## src/rtl/aic_pkg.sv

```systemverilog
package aic_pkg;

  localparam int RATE_W = 4;

  typedef enum logic [1:0] {
    RSEL_CH1  = 2'd0,
    RSEL_LOW  = 2'd1,
    RSEL_HIGH = 2'd2
  } rightSel_e;

  typedef struct packed {
    logic      load0;
    logic      load1;
    logic      commit;
    rightSel_e rightSel;
  } dpStrobe_t;

  function automatic logic isFamily44(input logic [RATE_W-1:0] code);
    return (code == RATE_W'(1)) || (code == RATE_W'(4)) || (code == RATE_W'(7));
  endfunction

endpackage

```

## src/rtl/aic_ctrl.sv

```systemverilog
module aic_ctrl
  import aic_pkg::*;
#(
  parameter int RATIO_STD   = 128,
  parameter int RATIO_ALT48 = 125,
  parameter int RATIO_ALT44 = 136,
  parameter int OSR_MULT    = 8
) (
  input  logic              clk,
  input  logic              rstN,
  input  logic              enable,
  input  logic              altRatio,
  input  logic [RATE_W-1:0] rateCode,
  input  logic              monoMode,
  input  logic              compactMode,
  input  logic              wrCh0,
  input  logic              wrCh1,
  output dpStrobe_t         strobe,
  output logic              sampleTick,
  output logic              txReady,
  output logic              dmaReq0,
  output logic              dmaReq1,
  output logic              underrun
);

  localparam int MAX_RATIO_A = (RATIO_STD > RATIO_ALT48) ? RATIO_STD : RATIO_ALT48;
  localparam int MAX_RATIO   = (MAX_RATIO_A > RATIO_ALT44) ? MAX_RATIO_A : RATIO_ALT44;
  localparam int CNT_W       = $clog2(MAX_RATIO * OSR_MULT + 1);

  logic [CNT_W-1:0] cnt;
  logic [CNT_W-1:0] activePeriod;
  logic [CNT_W-1:0] cfgPeriod;
  logic             running;
  logic             have0;
  logic             have1;
  logic             underrunQ;
  logic             singleMode;
  logic             complete;
  logic             tick;

  always_comb begin
    int ratio;
    if (!altRatio)               ratio = RATIO_STD;
    else if (isFamily44(rateCode)) ratio = RATIO_ALT44;
    else                         ratio = RATIO_ALT48;
    cfgPeriod = CNT_W'(ratio * OSR_MULT);
  end

  assign singleMode = monoMode | compactMode;
  assign complete   = have0 & (singleMode | have1);
  assign tick       = enable & (cnt == activePeriod - CNT_W'(1));

  always_comb begin
    strobe.load0  = enable & wrCh0;
    strobe.load1  = enable & wrCh1 & ~singleMode;
    strobe.commit = tick & complete;
    if (monoMode)         strobe.rightSel = RSEL_LOW;
    else if (compactMode) strobe.rightSel = RSEL_HIGH;
    else                  strobe.rightSel = RSEL_CH1;
  end

  always_ff @(posedge clk or negedge rstN) begin
    if (!rstN) begin
      cnt          <= '0;
      activePeriod <= CNT_W'(RATIO_STD * OSR_MULT);
      running      <= 1'b0;
      have0        <= 1'b0;
      have1        <= 1'b0;
      underrunQ    <= 1'b0;
    end else if (!enable) begin
      cnt          <= '0;
      activePeriod <= cfgPeriod;
      running      <= 1'b0;
      have0        <= 1'b0;
      have1        <= 1'b0;
    end else begin
      running <= 1'b1;
      if (tick) begin
        cnt          <= '0;
        activePeriod <= cfgPeriod;
        if (!complete) underrunQ <= 1'b1;
      end else begin
        cnt <= cnt + CNT_W'(1);
      end
      have0 <= strobe.load0 | (have0 & ~strobe.commit);
      have1 <= strobe.load1 | (have1 & ~strobe.commit);
    end
  end

  assign sampleTick = tick;
  assign txReady    = running & ~complete;
  assign dmaReq0    = running & ~have0;
  assign dmaReq1    = running & ~singleMode & ~have1;
  assign underrun   = underrunQ;

  p_req1_single_r9: assert property (@(posedge clk) disable iff (!rstN)
    singleMode |-> !dmaReq1);

  p_cnt_bound_r1: assert property (@(posedge clk) disable iff (!rstN)
    cnt < activePeriod);

  p_period_hold_r4: assert property (@(posedge clk) disable iff (!rstN)
    (enable && !tick) |=> $stable(activePeriod));

  p_disable_clears_r11: assert property (@(posedge clk) disable iff (!rstN)
    !enable |=> (cnt == '0) && !txReady && !dmaReq0 && !dmaReq1);

  p_underrun_sticky_r10: assert property (@(posedge clk) disable iff (!rstN)
    underrun |=> underrun);

endmodule

```

## src/rtl/aic_datapath.sv

```systemverilog
module aic_datapath
  import aic_pkg::*;
#(
  parameter int DATA_W = 16
) (
  input  logic                clk,
  input  logic                rstN,
  input  dpStrobe_t           strobe,
  input  logic [2*DATA_W-1:0] wrData,
  output logic [DATA_W-1:0]   leftOut,
  output logic [DATA_W-1:0]   rightOut
);

  logic [2*DATA_W-1:0] stage0;
  logic [DATA_W-1:0]   stage1;
  logic [DATA_W-1:0]   rightNext;

  always_comb begin
    unique case (strobe.rightSel)
      RSEL_LOW:  rightNext = stage0[DATA_W-1:0];
      RSEL_HIGH: rightNext = stage0[2*DATA_W-1:DATA_W];
      default:   rightNext = stage1;
    endcase
  end

  always_ff @(posedge clk or negedge rstN) begin
    if (!rstN) begin
      stage0   <= '0;
      stage1   <= '0;
      leftOut  <= '0;
      rightOut <= '0;
    end else begin
      if (strobe.load0) stage0 <= wrData;
      if (strobe.load1) stage1 <= wrData[DATA_W-1:0];
      if (strobe.commit) begin
        leftOut  <= stage0[DATA_W-1:0];
        rightOut <= rightNext;
      end
    end
  end

  p_hold_r10: assert property (@(posedge clk) disable iff (!rstN)
    !strobe.commit |=> $stable(leftOut) && $stable(rightOut));

  p_mono_same_r6: assert property (@(posedge clk) disable iff (!rstN)
    (strobe.commit && strobe.rightSel == RSEL_LOW) |=> (leftOut == rightOut));

endmodule

```

## src/rtl/audio_intake_ctrl.sv

```systemverilog
module audio_intake_ctrl
  import aic_pkg::*;
#(
  parameter int DATA_W      = 16,
  parameter int RATIO_STD   = 128,
  parameter int RATIO_ALT48 = 125,
  parameter int RATIO_ALT44 = 136,
  parameter int OSR_MULT    = 8
) (
  input  logic                clk,
  input  logic                rstN,
  input  logic                enable,
  input  logic                altRatio,
  input  logic [RATE_W-1:0]   rateCode,
  input  logic                monoMode,
  input  logic                compactMode,
  input  logic                wrCh0,
  input  logic                wrCh1,
  input  logic [2*DATA_W-1:0] wrData,
  output logic                sampleTick,
  output logic                txReady,
  output logic                dmaReq0,
  output logic                dmaReq1,
  output logic                underrun,
  output logic [DATA_W-1:0]   leftOut,
  output logic [DATA_W-1:0]   rightOut
);

  dpStrobe_t strobe;

  aic_ctrl #(
    .RATIO_STD  (RATIO_STD),
    .RATIO_ALT48(RATIO_ALT48),
    .RATIO_ALT44(RATIO_ALT44),
    .OSR_MULT   (OSR_MULT)
  ) u_ctrl (
    .clk        (clk),
    .rstN       (rstN),
    .enable     (enable),
    .altRatio   (altRatio),
    .rateCode   (rateCode),
    .monoMode   (monoMode),
    .compactMode(compactMode),
    .wrCh0      (wrCh0),
    .wrCh1      (wrCh1),
    .strobe     (strobe),
    .sampleTick (sampleTick),
    .txReady    (txReady),
    .dmaReq0    (dmaReq0),
    .dmaReq1    (dmaReq1),
    .underrun   (underrun)
  );

  aic_datapath #(
    .DATA_W(DATA_W)
  ) u_dp (
    .clk     (clk),
    .rstN    (rstN),
    .strobe  (strobe),
    .wrData  (wrData),
    .leftOut (leftOut),
    .rightOut(rightOut)
  );

endmodule

```

## config.mk

```make
export PLATFORM = sky130hd
export DESIGN_NAME = audio_intake_ctrl
export DESIGN_NICKNAME = d
export VERILOG_FILES = /design/src/rtl/aic_pkg.sv /design/src/rtl/aic_ctrl.sv /design/src/rtl/aic_datapath.sv /design/src/rtl/audio_intake_ctrl.sv
export SDC_FILE = /design/constraint.sdc
export NUM_CORES = 1
export LEC_CHECK = 0
export BUFFER_PORTS_ARGS = -buffer_cell sky130_fd_sc_hd__buf_4
export CELL_PAD_IN_SITES_DETAIL_PLACEMENT = 1
export CELL_PAD_IN_SITES_GLOBAL_PLACEMENT = 1
export CORE_UTILIZATION = 40
export DETAILED_ROUTE_END_ITERATION = 16
export PLACE_DENSITY = 0.83
export SYNTH_ARGS = -nofsm -noshare
export SYNTH_HDL_FRONTEND = slang
export SYNTH_SLANG_ARGS = --single-unit
```

## constraint.sdc

```tcl
create_clock -name clk -period 2.17 [get_ports clk]
set_input_delay 0 -clock clk [delete_from_list [all_inputs] [get_ports clk]]
set_output_delay 0 -clock clk [all_outputs]
set_load 0.02 [all_outputs]
```

# --- Word level (Yosys, flattened, before mapping) ---
# Cells that the tools add are included.
op_classes:
  add_sub_neg: 2
  eq_ne: 7
  n_mux: 12
  n_bitwise: 21
  reduce_logical: 3
op_table:
  columns: ["cell", "count"]
  rows:
  - ["11-bit 2-to-1 mux", 4]
  - ["16-bit case mux with 2 select lines", 1]
  - ["8-bit 2-to-1 mux", 2]
  - ["1-bit bitwise AND", 12]
  - ["11-bit by 1-bit adder with 11-bit output (second input constant)", 1]
  - ["11-bit == test", 1]
  - ["11-bit by 1-bit subtractor with 11-bit output (second input constant)", 1]
  - ["4-bit by 3-bit == test with 1-bit output (second input constant)", 2]
  - ["1-bit NOT", 5]
  - ["4-bit by 1-bit == test with 1-bit output (second input constant)", 1]
  - ["2-bit 2-to-1 mux", 2]
  - ["1-bit OR", 4]
  - ["1-bit 2-to-1 mux", 3]
  - ["3-bit AND reduction", 1]
  - ["2-bit by 1-bit == test with 1-bit output (second input constant)", 1]
  - ["2-bit == test (second input constant)", 1]
  - ["1-bit logical OR", 2]
  - ["2-bit by 1-bit != test with 1-bit output (second input constant)", 1]
word_totals:
  reg_bits: 106
  inputBits: 44
  output_inout_bits: 37
  elab_cells: 55

# --- Depth between registers and ports, before layout ---
# Gate-level depths: netlist of run 1.
depth:
  ltp_word: 8
  mapped_depth: 7
  depth_no_buf: 6

# --- By module ---
# From an unflattened synthesis of run 1, not the netlist that was laid out.
unflattened:
  hier_cells: 330
  area_unflattened_um2: 4529.3
modules_own_cells:
  columns: ["mod", "n_inst", "cells_per_inst", "area_each_um2", "seq_area_each_um2"]
  rows:
  - ["aic_datapath", 1, 232, 3535.9, 2001.9]
  - ["aic_ctrl", 1, 98, 993.5, 451.7]

# --- Worst setup path after synthesis of run 1 ---
# Ideal clock, no wire load.
synth_timing:
  path_kind: "register to register"
  from: "reg u_ctrl.activePeriod[9]"
  to: "reg u_dp.leftOut[10]"
  setup_ns: 0.125
  arrival_time_ns: 2.030
  required_time_ns: 2.045
  path_slack_ns: 0.015
  path_stages_with_launch: 8
  n_path_buf: 1
  period_less_slack_ns: 2.155
  path_cell_list: "dfrtp_1 -> inv_1 -> ha_1 -> xnor3_1 -> nand3_1 -> nor4_4 -> buf_6 -> mux2_2"
synth_via:
  elab_chain_len: 4
synth_lines:
  columns: ["element", "line_no", "rtl"]
  rows:
  - ["start, declared", "aic_ctrl.sv:31", "logic [CNT_W-1:0] activePeriod;"]
  - ["start signal, assigned", "aic_ctrl.sv:65", "activePeriod <= CNT_W'(RATIO_STD * OSR_MULT);"]
  - ["start signal, assigned", "aic_ctrl.sv:72", "activePeriod <= cfgPeriod;"]
  - ["start signal, assigned", "aic_ctrl.sv:80", "activePeriod <= cfgPeriod;"]
  - ["11-bit by 1-bit subtractor with 11-bit output", "aic_ctrl.sv:51", "assign tick = enable & (cnt == activePeriod - CNT_W'(1));"]
  - ["11-bit == test", "aic_ctrl.sv:51", null]
  - ["1-bit bitwise AND", "aic_ctrl.sv:51", null]
  - ["1-bit bitwise AND", "aic_ctrl.sv:56", "strobe.commit = tick & complete;"]
  - ["end signal, assigned", "aic_datapath.sv:36", "leftOut <= stage0[DATA_W-1:0];"]
  - ["end, declared", "aic_datapath.sv:10", "output logic [DATA_W-1:0] leftOut,"]
# Every way passes these cells.
# A chain may end at the register's enable or synchronous reset.

# --- Worst setup path after layout of run 1 ---
layout_timing:
  from: "reg u_ctrl.activePeriod[9]"
  to: "reg u_dp.leftOut[13]"
# The elaborated chain is that of the path after synthesis.

==> results_dict.tcl, run 1 <==
set metrics [dict create \
    cts-htree-levels 3 \
    hold_viol_final 0 \
    io_buffer_count 80 \
    tightest_slew_ns 0.563 \
    crit_start "u_ctrl.activePeriod[9]" \
    p_leak_nw 2.79 \
    setup_viol 32 \
    synth_edf_count 0 \
    wire_per_inst_microns 20.8 \
    cts_tree "done" \
    synth_cells 316 \
    arrival_ns 2.49 \
    avgSynthCellArea_sq_um 13.4 \
    die_h_microns 105 \
    cp.depth 8 \
    synth.ff_latch_count 98 \
    antenna_found_initial 0 \
    grt_start_max_net_pins 71 \
    cp_cell_sequence "buf_4 > buf_4 > and3b_1 > o22ai_4 > nor4_4 > buf_6 > buf_6 > mux2_2" \
    start_kind "flip-flop" \
    worst_path_dominant_cell_family "buffers and inverters" \
    core_sq_um 10300 \
    cts-root-buf "clkbuf_8" \
    fill_cells 1049 \
    grt_pass1_vias 3347 \
    critical_path_class "reg -> reg" \
    yosysWarnings 0 \
    detail_route.drc_violations 0 \
    synthFlopType "dfrtp_1" \
    cpPeakStageDelay_ns 0.41 \
    min_path_type "in -> async" \
    yosys.area.top_type "dfrtp_1" \
    initial_utilization_pct 41.2 \
    powerDensity_nw_per_um2 680 \
    clockBufferDepth 2 \
    violations "setup timing" \
    crit-reg2reg-launch "u_ctrl.activePeriod[9]" \
    seq_area_frac_synth_pct 57.9 \
    firstDrtPassIters 4 \
    design_area_sq_um 5920 \
    fin_skew_ns 0.00857 \
    rsz0062_at_grt "yes" \
    yosysUniqueCellTypes 37 \
    die_w_microns 105 \
    drt_iter0_markers 125 \
    cp-end-kind "flip-flop" \
    clock-sinks 98 \
    ys_async_sr_fraction_pct 100 \
    rr_worst_depth 8 \
    place_ws_ns -0.0368 \
    io-pin-count 81 \
    finalCriticalPeriod_ns 2.24 \
    critPathSlowestCell "dfrtp_1" \
    required_ns 2.43 \
    fmax_mhz 447 \
    slew_headroom_pct 62.2 \
    clk-insertion-delay-late_ns 0.36 \
    critPathMaxFanout 7 \
    synth.most_common_cell "dfrtp_1" \
    design.die.area_sq_um 11000 \
    status "finished, violations left" \
    place_congestion 0.771 \
    numCtsBuffers 9 \
    n_antenna_cell 0 \
    slew_viol_final 0 \
    clk_pin_slew_ns 0.10 \
    place_area_sq_um 5020 \
    track_usage_pct 21.9 \
    synth_area_leaders "dfrtp_1 57%, mux2_2 22%, mux2i_1 4.0%" \
    dp_hpwl_microns 6450 \
    yosys.area.top_type_share_pct 57.3 \
    viasPerCell 5.17 \
    grt_overflow 0 \
    route.final.wire_length_microns 12300 \
    maxCapViolations 0 \
    grt_pass1_wl_microns 18300 \
    vias 3053 \
    area_growth_pct 39.8 \
    setup_ws_ns -0.0655 \
    drive_gt1_share_pct 45.9 \
    syn-cell-area_sq_um 4240 \
    rows 37 \
    syn_nets 363 \
    finalNetCount 497 \
    synth_commonest_cells "97 x dfrtp_1, 81 x mux2_2, 23 x nand2_1" \
    ant_nets 0 \
    min_period_over_period_pct 103 \
    cp_num_buf_inv 4 \
    ir_drop_mv 0.443 \
]
-- final timing paths --
| kind | end | slack, ns |
|---|---|---|
| worst max-delay path | u_dp.leftOut[13] | -0.07 |
| min in group clk | u_ctrl.activePeriod[9] | 0.09 |
| worst min register to register | u_ctrl.underrun | 0.49 |
| max in group asynchronous | u_ctrl.activePeriod[10] | 1.34 |
| worst min-delay path | u_dp.rightOut[15] | 0.08 |
| worst max register to register | u_dp.leftOut[13] | -0.07 |
-- cell families after synthesis --
| group | Yosys count | share of synthesized area, % |
|---|---|---|
| buffers and inverters | 19 | 2.24 |
| xor gates and xnor gates | 11 | 2.60 |
| DFF | 98 | 57.9 |
| adders and majority gates | 3 | 0.886 |
| and+or+nand+nor | 64 | 7.65 |
| AOI/OAI and AO/OA | 22 | 2.89 |
| muxes | 99 | 25.8 |
-- registers in the layout (all words and copies together), names as in the netlist, 3 cells and up --
| register | count |
|---|---|
| u_dp.rightOut | 16 |
| u_dp.leftOut | 16 |
| u_dp.stage1 | 16 |
| u_ctrl.cnt | 11 |
| u_dp.stage0 | 32 |
| u_ctrl.activePeriod | 3 |
-- layer usage --
layer / global-route usage [%] / vias to the layer above / share of wire, %
met5: 0 / - / 0
met4: 9.66 / 0 / 2.8
met3: 3.62 / 23 / 2.6
met2: 38.2 / 78 / 54
met1: 26.7 / 1580 / 41
li1: - / 1372 / -
-- cell type report --
cell class / count / area, sq um / share of cell area (%)
clock buffer: 10 / 128 / 2.16
clock inverter: 6 / 90.1 / 1.52
inverter: 5 / 18.8 / 0.317
multi-input combinational: 199 / 1850 / 31.2
sequential: 98 / 2450 / 41.4
tap: 136 / 170 / 2.87
timing repair buffer: 137 / 1210 / 20.5
-- timing repair --
action                                 in CTS  in global routing
endpoints found under the hold margin     150                  0
hold buffers                               37                  0
gates resized for setup                     5                 37
pin swaps                                   3                  2
setup endpoints to repair                  32                 34
buffers inserted                            6                  3
cloned                                      2                  2
-- power by group --
| part | leakage [nW] | switching (mW) | internal [mW] | total, mW |
|---|---|---|---|---|
| Sequential | 1.25 | 0.118 | 2.00 | 2.11 |
| Clock | 0.107 | 0.669 | 0.655 | 1.32 |
| Combinational | 1.43 | 0.261 | 0.331 | 0.591 |
-- stage by stage --
stage	power (mW)	setup TNS, ns	util [%]	instances	hold WS [ns]
finish	4.03	-1.24	57.6	591	0.0838
global route	4.19	-3.33	57.6	591	0.106
CTS	3.98	0	55.6	587	0.0734
detailed placement	2.62	-0.573	48.9	526	-0.0530
global placement	2.57	0	48.9	526	-0.0534
floorplan	2.39	0	-	316	-0.296
-- placed cells by master (no fill, tap or decap), drive strengths merged, types with 2 or more instances in the layout --
cell	synthesis	routed
inv	5	6
xor2	3	3
mux2i	17	17
dfrtp	97	97
xnor2	7	7
and2	2	2
nor2	15	15
mux2	82	82
clkbuf	7	12
clkinv	0	2
nand2b	3	3
nor3	5	5
buf	7	98
o21ai	18	18
nand2	23	23
bufinv	0	2
nand3	6	6
ha	3	3
dlygate4sd3	0	37
No activity file was read; power rests on OpenSTA's default activity.
==> run 2, diff against run 1 <==
==> constraint.sdc (replaced) <==
create_clock -name clk -period 1.8 [get_ports clk]
set_input_delay 0 -clock clk [delete_from_list [all_inputs] [get_ports clk]]
set_output_delay 0 -clock clk [all_outputs]
set_load 0.02 [all_outputs]
==> run 2 against run 1 <==
Net effect: the run still ends with setup timing left; critical path depth stayed put; sequential power is 20% higher; sequential share of layout area is 1.4 points lower; count of clock-buffer cells in the layout is 4 higher; clock power is 13% higher; clock skew is 0.0039 ns higher; worst setup slack worse by 0.23 ns; largest cell class unchanged; largest power group unchanged; final cell count is 2.4% higher; die area stayed put; final area is 3.6% higher.
==> results_dict.tcl, run 2 (synthesis gave the netlist of run 1 again) <==
set metrics [dict create \
    tightest_slew_ns 0.565 \
    grt_pass1_vias 3385 \
    critPathMaxFanout 5 \
    grt_pass1_wl_microns 18000 \
    ir_drop_mv 0.537 \
    grt_overflow 0 \
    vias 3082 \
    power.total_mw 4.76 \
    clock-sinks 98 \
    viasPerCell 5.09 \
    arrival_ns 2.33 \
    rows 37 \
    n_antenna_cell 0 \
    largest_register_ffs 32 \
    fin_skew_ns 0.0125 \
    fin_cells 605 \
    grt_start_max_net_pins 43 \
    die_h_microns 105 \
    core_sq_um 10300 \
    drive_gt1_share_pct 48.4 \
    design.die.area_sq_um 11000 \
    wire_per_inst_microns 20.1 \
    min_period_over_period_pct 117 \
    rsz0062_at_grt "yes" \
    detail_route.drc_violations 0 \
    utilization_pct 59.7 \
    cp-end-kind "flip-flop" \
    layout_commonest_cell "buf_4" \
    clk_pin_slew_ns 0.09 \
    required_ns 2.03 \
    drt_iter0_markers 103 \
    critical_path_class "reg -> reg" \
    initial_utilization_pct 41.2 \
    multi_input_comb_area_sq_um 1890 \
    fmax_mhz 476 \
    status "finished, violations left" \
    setup_viol 38 \
    start_kind "flip-flop" \
    place_congestion 0.772 \
    track_usage_pct 21.8 \
    hold_viol_final 0 \
    dp.cells 542 \
    p_leak_nw 2.90 \
    maxCapViolations 0 \
    firstDrtPassIters 4 \
    place_ws_ns -0.312 \
    clockBufferDepth 2 \
    numCtsBuffers 9 \
    io_buffer_count 80 \
    route.final.wire_length_microns 12200 \
    tns_ns -9.42 \
    area_growth_pct 44.8 \
    regArea_sq_um 2450 \
    ant_nets 0 \
    powerDensity_nw_per_um2 776 \
    violations "setup timing" \
    io-pin-count 81 \
    antenna_found_initial 0 \
    die_w_microns 105 \
    fill_cells 1028 \
    setup_ws_ns -0.300 \
    cts-htree-levels 3 \
    slew_viol_final 0 \
    dp_hpwl_microns 6730 \
    cts_tree "done" \
    finalCriticalPeriod_ns 2.10 \
    slew_headroom_pct 62.3 \
    top_register "u_dp.stage0" \
    finalNetCount 511 \
    cts-root-buf "clkbuf_8" \
    final_cell_mix "99 x buf_4, 97 x dfrtp_1, 52 x mux2_2, 37 x dlygate4sd3_1, 30 x mux2_4" \
    clk-insertion-delay-late_ns 0.36 \
    min_path_type "in -> reg" \
]
run 2: path summary, 6_finish.rpt:
kind,cells past startpoint,to,slack [ns],startpoint
setup / recovery,8,u_dp.rightOut[14],-0.30,u_ctrl.activePeriod[6]
hold / removal,3,u_ctrl.activePeriod[9],0.11,rateCode[0]
setup reg to reg,8,u_dp.rightOut[14],-0.30,u_ctrl.activePeriod[6]
hold reg to reg,1,u_ctrl.underrun,0.48,u_ctrl.underrun
max in group asynchronous,3,u_dp.stage1[11],0.94,rstN
min in group asynchronous,2,u_dp.stage0[0],0.19,rstN
run 2: routing by layer:
metal | wire (microns) | vias to the layer above | GRT usage, %
met3 | 383 | 16 | 3.93
met5 | 0 | - | 0
met2 | 6640 | 71 | 40.0
met4 | 210 | 0 | 7.95
met1 | 4960 | 1600 | 25.2
li1 | - | 1395 | -
run 2: layout make-up:
type	instances	area share (%)
sequential	98	40.0
multi-input combinational	199	30.9
timing repair buffer	151	22.7
clock buffer	14	2.81
tap	136	2.77
clock inverter	2	0.571
inverter	5	0.306
run 2: critical path: stages, from the launching register on:
cell     delay [ns]
dfrtp_1        0.39
inv_1          0.08
ha_4           0.27
xor2_2         0.14
nand3_2        0.12
nor4_4         0.30
buf_6          0.20
buf_12         0.14
mux2_2         0.33
run 2: power by group:
group	leakage, nW	switching, mW	internal (mW)
combinational	1.54	0.315	0.420
clock	0.107	0.732	0.757
sequential	1.25	0.134	2.41
run 2: timing repair:
action,4_1_cts,5_1_grt
pin swaps,2,6
setup buffers,3,3
endpoints found under the hold margin,93,0
hold buffers,37,0
cloned,2,3
resized for setup,10,40
setup endpoints to repair,49,50
run 2: stage by stage:
stage	hold slack (ns)	cell area (sq um)
after global routing	0.106	6130
after detailed placement	0.0305	5190
after global placement	0.0269	5190
after CTS	0.0908	5880
after floorplan	-0.296	4260
final	0.111	6130
==> run 3, diff against run 2 <==
--- a/config.mk
+++ b/config.mk
@@ -11,6 +11,7 @@
 export CORE_UTILIZATION = 40
 export DETAILED_ROUTE_END_ITERATION = 16
 export PLACE_DENSITY = 0.83
+export SETUP_SLACK_MARGIN = 0.05
 export SYNTH_ARGS = -nofsm -noshare
 export SYNTH_HDL_FRONTEND = slang
 export SYNTH_SLANG_ARGS = --single-unit
==> run 3 against run 2 <==
Net effect: the flow still finishes with violations (setup timing); sequential share of layout area is essentially flat; worst setup slack lost 0.063 ns; core utilization is essentially flat; worst hold slack lost 0.047 ns; non-clock buffer count is the same; register-to-register slack lost 0.06 ns; count of clock-buffer cells in the layout shrank 4; largest power group unchanged.
==> results_dict.tcl, run 3 (synthesis gave the netlist of run 1 again) <==
set metrics [dict create \
    status "finished, violations left" \
    violations "setup timing" \
    top_register "u_dp.stage0" \
    grt_overflow 0 \
    grt_pass1_vias 3578 \
    setup_ws_ns -0.363 \
    die_w_microns 105 \
    clockBufferDepth 2 \
    tns_ns -11.29 \
    cpPeakStageDelay_ns 0.46 \
    multi_input_comb_area_sq_um 1940 \
    firstDrtPassIters 4 \
    tightest_slew_ns 0.564 \
    largest_register_ffs 32 \
    layout_commonest_cell "buf_4" \
    place_congestion 0.763 \
    critPathMaxFanout 12 \
    power.total_mw 4.70 \
    fin_skew_ns 0.0123 \
    detail_route.drc_violations 0 \
    utilization_pct 59.7 \
    slew_viol_final 0 \
    regArea_sq_um 2450 \
    min_path_type "in -> reg" \
    ant_nets 0 \
    design.die.area_sq_um 11000 \
    final_cell_mix "100 x buf_4, 97 x dfrtp_1, 58 x mux2_2, 37 x dlygate4sd3_1, 24 x mux2_4" \
    drive_gt1_share_pct 51.2 \
    place_area_sq_um 5230 \
    clock-sinks 98 \
    cp_cell_sequence "ha_4 > and4b_1 > o22ai_2 > nor4_4 > buf_4 > buf_12 > mux2_2" \
    track_usage_pct 23.4 \
    io-pin-count 81 \
    area_growth_pct 44.8 \
    clk_pin_slew_ns 0.11 \
    setup_viol 49 \
    io_buffer_count 80 \
    initial_utilization_pct 41.2 \
    n_antenna_cell 0 \
    ir_drop_mv 0.482 \
    powerDensity_nw_per_um2 767 \
    cp-end-kind "flip-flop" \
    rows 37 \
    hold_viol_final 0 \
    wire_per_inst_microns 20.4 \
    finalCriticalPeriod_ns 2.16 \
    dp_hpwl_microns 7200 \
    antenna_found_initial 0 \
    viasPerCell 5.12 \
    dp.cells 545 \
    vias 3095 \
    min_period_over_period_pct 120 \
    critPathSlowestCell "dfrtp_1" \
    arrival_ns 2.43 \
    design_area_sq_um 6130 \
    cts-htree-levels 3 \
    clk-insertion-delay-late_ns 0.38 \
    required_ns 2.07 \
    die_h_microns 105 \
    finalNetCount 511 \
    fin_cells 605 \
    fill_cells 1033 \
    core_sq_um 10300 \
    maxCapViolations 0 \
    start_kind "flip-flop" \
    p_leak_nw 2.87 \
    cts_tree "done" \
    critical_path_class "reg -> reg" \
    holdWs_ns 0.0631 \
    grt_pass1_wl_microns 19500 \
    numCtsBuffers 9 \
    place_ws_ns -0.277 \
    fmax_mhz 462 \
    drt_iter0_markers 138 \
    rsz0062_at_grt "yes" \
    route.final.wire_length_microns 12300 \
    slew_headroom_pct 62.4 \
    cts-root-buf "clkbuf_8" \
    grt_start_max_net_pins 40 \
]
==> run 3: cell count changes in the layout (fill, tap and decap cells not counted), sizes merged <==
cell / delta
clkbuf: -6
inv: +3
buf: +2
bufinv: -1
clkinv: +1
clkinvlp: +1
==> run 3: worst max-delay path, delay by kind of cell, from the launching register on <==
| kind | cells | cell delay (ns) |
|---|---|---|
| AO/OA/AOI/OAI | 1 | 0.11 |
| adder cells (fa/ha/maj) | 1 | 0.19 |
| flip-flops | 1 | 0.46 |
| AND/OR/NAND/NOR | 2 | 0.58 |
| multiplexers | 1 | 0.35 |
| buffers and inverters | 2 | 0.34 |
==> run 3: repair_timing <==
item	CTS	global route
pin swaps	13	8
gates resized for setup	57	10
endpoints found under the hold margin	89	0
buffers inserted	2	3
hold buffers	37	0
cloned	2	1
setup endpoints to repair	49	49
==> run 3: layout make-up <==
class | count | area share, %
clock buffers | 10 | 2.24
repair buffers | 151 | 22.3
flip-flops and latches | 98 | 40.0
clock inverters | 6 | 0.775
multi-input cells | 199 | 31.6
inverters | 5 | 0.306
well taps | 136 | 2.77
==> run 3: power by group <==
group | leakage [nW] | internal [mW] | switching, mW
sequential | 1.25 | 2.40 | 0.134
combinational | 1.53 | 0.421 | 0.326
clock | 0.0937 | 0.557 | 0.862
total | 2.87 | 3.38 | 1.32
==> run 3: worst paths after layout <==
path	endpoint	slack (ns)	cells past startpoint	startpoint
hold reg to reg	u_ctrl.underrun	0.48	1	u_ctrl.underrun
setup / recovery	u_dp.leftOut[12]	-0.36	7	u_ctrl.activePeriod[6]
setup reg to reg	u_dp.leftOut[12]	-0.36	7	u_ctrl.activePeriod[6]
hold / removal	u_dp.rightOut[2]	0.06	4	monoMode
max in group asynchronous	u_dp.rightOut[13]	1.00	3	rstN
min in group asynchronous	u_ctrl.running	0.16	2	rstN
==> run 3: metal layers <==
| layer | part of all wire [%] | vias up | track usage (%) |
|---|---|---|---|
| met3 | 3.5 | 24 | 3.93 |
| met4 | 2.4 | 0 | 8.95 |
| met5 | 0 | - | 0 |
| li1 | - | 1398 | - |
| met2 | 52 | 87 | 40.9 |
| met1 | 42 | 1586 | 28.9 |
